### src/rtl/cfgsel_pkg.sv
package cfgsel_pkg;
  localparam int FB_W     = 12;
  localparam int REF_W    = 10;
  localparam int DIV_W    = 3;
  localparam int TUNE_W   = 7;
  localparam int NUM_ROWS = 2;

  // packed MSB first; field order is the word layout seen by the synthesizer
  typedef struct packed {
    logic [FB_W-1:0]   fbCount;
    logic [REF_W-1:0]  refCount;
    logic [DIV_W-1:0]  postDiv;
    logic              srcPll;
    logic [TUNE_W-1:0] tune;
    logic              levelCmos;
    logic              pmMode;
    logic              pmSync;
  } cfgWord_t;

  localparam int CFG_W = $bits(cfgWord_t);

  typedef enum logic [1:0] {
    TGT_SHADOW = 2'd0,
    TGT_ROW0   = 2'd1,
    TGT_ROW1   = 2'd2,
    TGT_RSVD   = 2'd3
  } wrTarget_e;

  typedef enum logic [1:0] {
    SRC_SHADOW = 2'd0,
    SRC_ROW0   = 2'd1,
    SRC_ROW1   = 2'd2
  } srcSel_e;

  typedef struct packed {
    logic                wrShadow;
    logic [NUM_ROWS-1:0] wrRow;
    srcSel_e             srcSel;
  } ctrlStb_t;
endpackage

### src/rtl/cfgsel_ctrl.sv
module cfgsel_ctrl import cfgsel_pkg::*; (
  input  logic       clk,
  input  logic       rstN,
  input  logic       wrEn,
  input  logic [1:0] wrTarget,
  input  logic       fsPin,
  input  logic [1:0] variantMode,
  output ctrlStb_t   stb,
  output logic       wrErr
);
  logic [NUM_ROWS-1:0] rowValid;
  logic [NUM_ROWS-1:0] rowHit;
  logic [NUM_ROWS-1:0] rowWr;
  logic                fsVariant;
  logic                shadowOff;
  srcSel_e             pinRow;
  srcSel_e             selNext;

  assign fsVariant = variantMode[0];
  assign shadowOff = variantMode[1];

  generate
    for (genvar i = 0; i < NUM_ROWS; i++) begin : g_row
      assign rowHit[i] = wrEn && (wrTarget == 2'(i + 1));
      assign rowWr[i]  = rowHit[i] && !rowValid[i];

      always_ff @(posedge clk or negedge rstN) begin
        if (!rstN)          rowValid[i] <= 1'b0;
        else if (rowHit[i]) rowValid[i] <= 1'b1;
      end

      // a committed row stays locked until reset
      a_r4_valid_sticky: assert property (@(posedge clk) disable iff (!rstN)
        rowValid[i] |=> rowValid[i]);
      // hitting a locked row flags an error on the next cycle
      a_r5_locked_flag: assert property (@(posedge clk) disable iff (!rstN)
        rowHit[i] && rowValid[i] |=> wrErr);
    end
  endgenerate

  always_ff @(posedge clk or negedge rstN) begin
    if (!rstN) wrErr <= 1'b0;
    else       wrErr <= |(rowHit & rowValid);
  end

  // the error flag only ever follows a write request
  a_r5_err_cause: assert property (@(posedge clk) disable iff (!rstN)
    wrErr |-> $past(wrEn));

  always_comb begin
    pinRow = fsPin ? SRC_ROW1 : SRC_ROW0;
    if (fsVariant) begin
      selNext = (rowValid[fsPin] || shadowOff) ? pinRow : SRC_SHADOW;
    end else if (rowValid[1]) begin
      selNext = SRC_ROW1;
    end else if (rowValid[0] || shadowOff) begin
      selNext = SRC_ROW0;
    end else begin
      selNext = SRC_SHADOW;
    end
  end

  always_comb begin
    stb.wrShadow = wrEn && (wrTarget == TGT_SHADOW);
    stb.wrRow    = rowWr;
    stb.srcSel   = selNext;
  end
endmodule

### src/rtl/cfgsel_store.sv
module cfgsel_store import cfgsel_pkg::*; (
  input  logic     clk,
  input  logic     rstN,
  input  ctrlStb_t stb,
  input  cfgWord_t wrData,
  output cfgWord_t activeCfg,
  output srcSel_e  activeSrc
);
  cfgWord_t shadowQ;
  cfgWord_t rowQ [NUM_ROWS];
  cfgWord_t nextCfg;

  always_ff @(posedge clk or negedge rstN) begin
    if (!rstN)             shadowQ <= '0;
    else if (stb.wrShadow) shadowQ <= wrData;
  end

  // rows keep their contents through reset, so they carry no reset term
  generate
    for (genvar i = 0; i < NUM_ROWS; i++) begin : g_row
      always_ff @(posedge clk) begin
        if (stb.wrRow[i]) rowQ[i] <= wrData;
      end
    end
  endgenerate

  always_comb begin
    case (stb.srcSel)
      SRC_ROW0: nextCfg = rowQ[0];
      SRC_ROW1: nextCfg = rowQ[1];
      default:  nextCfg = shadowQ;
    endcase
  end

  always_ff @(posedge clk or negedge rstN) begin
    if (!rstN) begin
      activeCfg <= '0;
      activeSrc <= SRC_SHADOW;
    end else begin
      activeCfg <= nextCfg;
      activeSrc <= stb.srcSel;
    end
  end

  // while the shadow is live the output carries its previous-cycle value
  a_r3_shadow_path: assert property (@(posedge clk) disable iff (!rstN)
    activeSrc == SRC_SHADOW |-> activeCfg == $past(shadowQ));
endmodule

### src/rtl/cfgsel_top.sv
module cfgsel_top import cfgsel_pkg::*; (
  input  logic             clk,
  input  logic             rstN,
  input  logic             wrEn,
  input  logic [1:0]       wrTarget,
  input  logic [CFG_W-1:0] wrData,
  input  logic             fsPin,
  input  logic [1:0]       variantMode,
  output logic [CFG_W-1:0] activeCfg,
  output logic [1:0]       activeSrc,
  output logic             wrErr
);
  ctrlStb_t stb;
  cfgWord_t cfgQ;
  srcSel_e  srcQ;

  cfgsel_ctrl u_ctrl (
    .clk         (clk),
    .rstN        (rstN),
    .wrEn        (wrEn),
    .wrTarget    (wrTarget),
    .fsPin       (fsPin),
    .variantMode (variantMode),
    .stb         (stb),
    .wrErr       (wrErr)
  );

  cfgsel_store u_store (
    .clk       (clk),
    .rstN      (rstN),
    .stb       (stb),
    .wrData    (cfgWord_t'(wrData)),
    .activeCfg (cfgQ),
    .activeSrc (srcQ)
  );

  assign activeCfg = cfgQ;
  assign activeSrc = srcQ;

  // with the shadow disabled for a full cycle it is never reported live
  a_r8_no_shadow: assert property (@(posedge clk) disable iff (!rstN)
    variantMode[1] && $past(variantMode[1]) && $past(rstN) |-> activeSrc != 2'd0);
  // the reserved source code never appears
  a_r11_src_code: assert property (@(posedge clk) disable iff (!rstN)
    activeSrc != 2'd3);
endmodule

### config.mk
export PLATFORM = sky130hd
export DESIGN_NAME = cfgsel_top
export DESIGN_NICKNAME = d
export VERILOG_FILES = /design/src/rtl/cfgsel_pkg.sv /design/src/rtl/cfgsel_ctrl.sv /design/src/rtl/cfgsel_store.sv /design/src/rtl/cfgsel_top.sv
export SDC_FILE = /design/constraint.sdc
export NUM_CORES = 1
export LEC_CHECK = 0
export ABC_AREA = 1
export BUFFER_PORTS_ARGS = -buffer_cell sky130_fd_sc_hd__buf_4
export CORE_MARGIN = 3
export CORE_UTILIZATION = 60
export DETAILED_ROUTE_END_ITERATION = 10
export PLACE_DENSITY = 0.84
export RECOVER_POWER = 50
export SKIP_CTS_REPAIR_TIMING = 1
export SYNTH_ARGS = -nofsm -noshare
export SYNTH_HDL_FRONTEND = slang
export SYNTH_SLANG_ARGS = --single-unit
### constraint.sdc
create_clock -name clk -period 3.9 [get_ports clk]
set_input_delay 0.39 -clock clk [delete_from_list [all_inputs] [get_ports clk]]
set_output_delay 0.39 -clock clk [all_outputs]
set_load 0.02 [all_outputs]
-- Word level (Yosys, flattened, before mapping)
Memory sizes are Yosys's and may differ from the RTL's.
Cells that the tools add are included.
W data, S select, Z words.
- bits in registers: 77
- bits in latches: 0
- memory bits (writable): 72
- memory bits (read-only): 0
- logic and storage cells: 54
- memories kept: 1
- $add $sub $neg: 0
- $mul: 0
- div/mod/pow operators: 0
- order comparisons: 1
- equality and inequality tests: 4
- shift-type cells: 0
- mux-type cells: 15
- bitwise operators: 1
- reductions and logical operators: 12
- memories (memory ; depth ; bits a word ; read ports ; clocked after memory_dff ; wr ports ; RTL line ; text):
    u_store.rowQ ; 2 ; 36 ; 2 ; 0 ; 1 ; cfgsel_store.sv:10 ; cfgWord_t rowQ [NUM_ROWS];
- operator list (operator ; number):
    $pmux W36 S2 ; 1
    $mux W36 ; 1
    $reduce_or A36 Y1 ; 1
    $mux W1 ; 9
    $mux W2 ; 4
    $logic_and A1 B1 Y1 ; 5
    $eq A2 B1 Y1 const B ; 2
    $eq A2 B2 Y1 const B ; 2
    $and A2 B2 Y2 ; 1
    $logic_not A1 Y1 ; 2
    $logic_not A2 Y1 ; 1
    $logic_or A1 B1 Y1 ; 2
    $lt A1 B2 Y1 const B ; 1
    $reduce_or A2 Y1 ; 1

-- Longest topological paths before layout
- depth in word-level cells: 7
- depth in mapped cells: 12
- gate-level depth less buffers: 10

-- Cells and area by module
From an unflattened synthesis, not the netlist that was laid out.
- cell total of the unflattened synthesis: 528
- area, all modules: 5748.0 um^2
- modules (own cells, without submodules) (module ; instances ; cells an instance ; area an instance (um^2) ; sequential area each (um^2)):
    cfgsel_store ; 1 ; 498 ; 5541.6 ; 4013.8
    cfgsel_ctrl ; 1 ; 30 ; 206.4 ; 75.1

-- Least setup slack after synthesis
Ideal clock, no wire load.
- kind: input port to flip-flop
- start: in wrEn
- end: mem u_store.rowQ[0][0] (netlist name) (enable)
- arrival: 2351 ps
- data required time: 3471 ps
- slack: 1119 ps
- cell stages on the path: 4
- path buffers: 2
- path through: buf_2 buf_2 nand3_1 nor2_1
- RTL lines (element ; RTL line ; text):
    start, declared ; cfgsel_top.sv:4 ; input logic wrEn,
    end, declared ; cfgsel_store.sv:10 ;

==> impl_metrics.env <==
export IMPL_yosysWarnings=0
export IMPL_ant_nets=0
export IMPL_dp_slack_ps=1580
export IMPL_num_io_pins=83
export IMPL_grt_max_degree=78
export IMPL_rsz0062_at_grt="no"
export IMPL_syn_inst=530
export IMPL_wirelength_mm=12.2
export IMPL_globalRouteTotalUtil_pct=24.7
export IMPL_num_rows=34
export IMPL_clk_pin_slew_ps=70
export IMPL_setup_ws_ps=1610
export IMPL_vias=4029
export IMPL_grt_pass1_vias=4014
export IMPL_gp_congestion=0.726
export IMPL_path_max_fanout=37
export IMPL_start_util_pct=63.3
export IMPL_hold_path_end="u_store.rowQ[0][51]"
export IMPL_syn_to_final_growth_pct=17.7
export IMPL_ys_types=17
export IMPL_synth_top_area_cell="edfxtp_1"
export IMPL_critical_path_required_ps=4300
export IMPL_wl_per_cell_um=16.8
export IMPL_clk_path_buf_depth=2
export IMPL_max_cap_violations=1
export IMPL_finalSetupTns_ps=0
export IMPL_min_from="wrData[15]"
export IMPL_fin_nets=653
export IMPL_holdPathStages=1
export IMPL_finalSetupViolations=0
export IMPL_netlist_area_um2=5650
export IMPL_antenna_cells=0
export IMPL_critPathArrivalTime_ps=2690
export IMPL_antenna_found_initial=0
export IMPL_r2r_start="u_ctrl.rowValid[1]"
export IMPL_cp_end_kind="register"
export IMPL_synth_area_leaders="edfxtp_1 (38%), dfrtp_1 (34%), nand2_1 (20%), nand3_1 (3.4%), buf_2 (1.4%)"
export IMPL_ys_seq_elements=149
export IMPL_drt_iter0_drc=317
export IMPL_violations="capacitance limit, slew limit"
export IMPL_dieArea_um2=10600
export IMPL_cts_sinks=149
export IMPL_overflow=0
export IMPL_period_share_pct=58.6
export IMPL_die_width_um=103
export IMPL_seq_area_frac_synth_pct=72.3
export IMPL_core_area_um2=8930
export IMPL_power_leakage_nw=3.13
export IMPL_worst_slew_pin_slew_ps=1880
export IMPL_synth_avg_cell_area_um2=10.7
export IMPL_insertion_delay_ps=530
export IMPL_cts_max_level=4
export IMPL_outcome="finished, violations left"
export IMPL_hold_violations=0
export IMPL_dieHeight_um=103
export IMPL_cp_start_kind="register"
export IMPL_worstRegToRegCells=9
export IMPL_fin_skew_ps=8.35
export IMPL_numCtsBuffers=17
export IMPL_crit_start="u_ctrl.rowValid[1]"
export IMPL_drive_gt1_share_pct=11.6
export IMPL_slew_viol_final=78
export IMPL_io_buffers=82
export IMPL_power_density_nw_per_um2=563
export IMPL_vdd_drop_max_v=0.000322
export IMPL_max_slew_margin_rel_pct=-25.6
export IMPL_vias_per_cell=5.53
export IMPL_synth_top_area_share_pct=38.2
export IMPL_firstDrtPassIters=7
export IMPL_grt_pass1_wl_mm=19.3
export IMPL_r2r_end="u_store.activeCfg[17]"
export IMPL_syn_nets=576
export IMPL_hold_class="in2reg"
export IMPL_post_dp_hpwl_mm=6.62
export IMPL_timing_fmax_ghz=0.438
export IMPL_path_class="reg2reg"
export IMPL_cts_tree="yes"
export IMPL_drc=0
export IMPL_r2r_slack_ps=1610
export IMPL_root_buffer="clkbuf_8"
export IMPL_period_minus_slack_ps=2290
==> metal layers <==
layer  vias to the layer above  global-route usage, %  share of wire (%)
li1                       1854                      -                  -
met2                       213                   40.9                 52
met5                         -                      0                  0
met1                      1944                   31.9                 39
met3                        18                   6.43                7.5
met4                         0                   8.67                1.4
==> power breakdown <==
group | total (W) | leakage, nW | internal [W] | switching, W
logic | 0.000416 | 1.25 | 0.000131 | 0.000284
registers | 0.00182 | 1.61 | 0.00177 | 0.0000530
clock network | 0.00151 | 0.269 | 0.000810 | 0.000699
total | 0.00374 | 3.13 | 0.00271 | 0.00104
==> logic make-up after synthesis <==
family	Yosys count	synth area share [%]
adders and majority gates	2	0.443
buffers and inverters	34	3.08
DFF	149	72.3
and+or+nand+nor	345	24.2
==> per-stage QoR <==
step | instances | power, W | hold slack (ps) | utilization, % | cell area [um2]
global route | 728 | 0.00388 | 90.8 | 74.5 | 6650
floorplan | 530 | 0.00209 | 94.4 | - | 5650
CTS | 728 | 0.00379 | 41.0 | 76.6 | 6840
finish | 728 | 0.00374 | 98.2 | 74.5 | 6650
global placement | 696 | 0.00227 | 453 | 70.4 | 6290
detailed placement | 696 | 0.00229 | 459 | 70.4 | 6290
==> layout by cell type, fill, tap and decap left out, types with 2 or more instances in the layout <==
master / n
nand2_1: 297
dfrtp_1: 77
edfxtp_1: 72
clkbuf_1: 50
nand3_1: 38
buf_4: 33
clkbuf_16: 16
inv_6: 8
inv_1: 7
clkinv_4: 4
nor2_1: 3
nor2_4: 3
nand4_1: 2
inv_8: 2
==> synthesized netlist by cell type <==
cell type	count
nand2_1	297
dfrtp_1	77
edfxtp_1	72
nand3_1	38
buf_2	16
inv_1	7
clkbuf_1	5
nor2_1	5
buf_6	3
ha_1	2
nand4_1	2
buf_1	1
buf_4	1
inv_2	1
nand2_4	1
nand3b_1	1
nor2_4	1
==> worst max path at each step <==
stage                             to  slack (ps)
2_1_floorplan     u_store.rowQ[0][0]        1120
6_report       u_store.activeCfg[17]        1610
4_1_cts        u_store.activeCfg[17]        1660
3_5_place_dp      u_store.rowQ[0][8]        1580
3_3_place_gp     u_store.rowQ[0][50]        1620
5_1_grt         u_store.activeCfg[1]        1500
==> registers in the layout, indices dropped and copies added, names as in the netlist <==
name,count
u_store.rowQ,72
u_store.activeCfg,36
u_store.shadowQ,36
u_ctrl.rowValid,2
u_store.activeSrc,2
u_ctrl.wrErr,1
==> final cells by class <==
cell class	count	area (um2)
flip-flops and latches	149	4090
fillers	566	2280
multi-input cells	347	1410
repair buffers	84	440
clock buffers	17	414
clock inverters	15	135
well taps	108	135
inverters	8	30.0
==> worst max-delay path: stages, from the launching register on <==
cell and delay [ps]:
dfrtp_1 460, nand2_1 120, nand2_1 70, nand2_1 90
inv_1 60, ha_1 270, buf_4 370, inv_2 410
nand2_1 190, nand2_1 90
(Power assumes the default switching activity.)
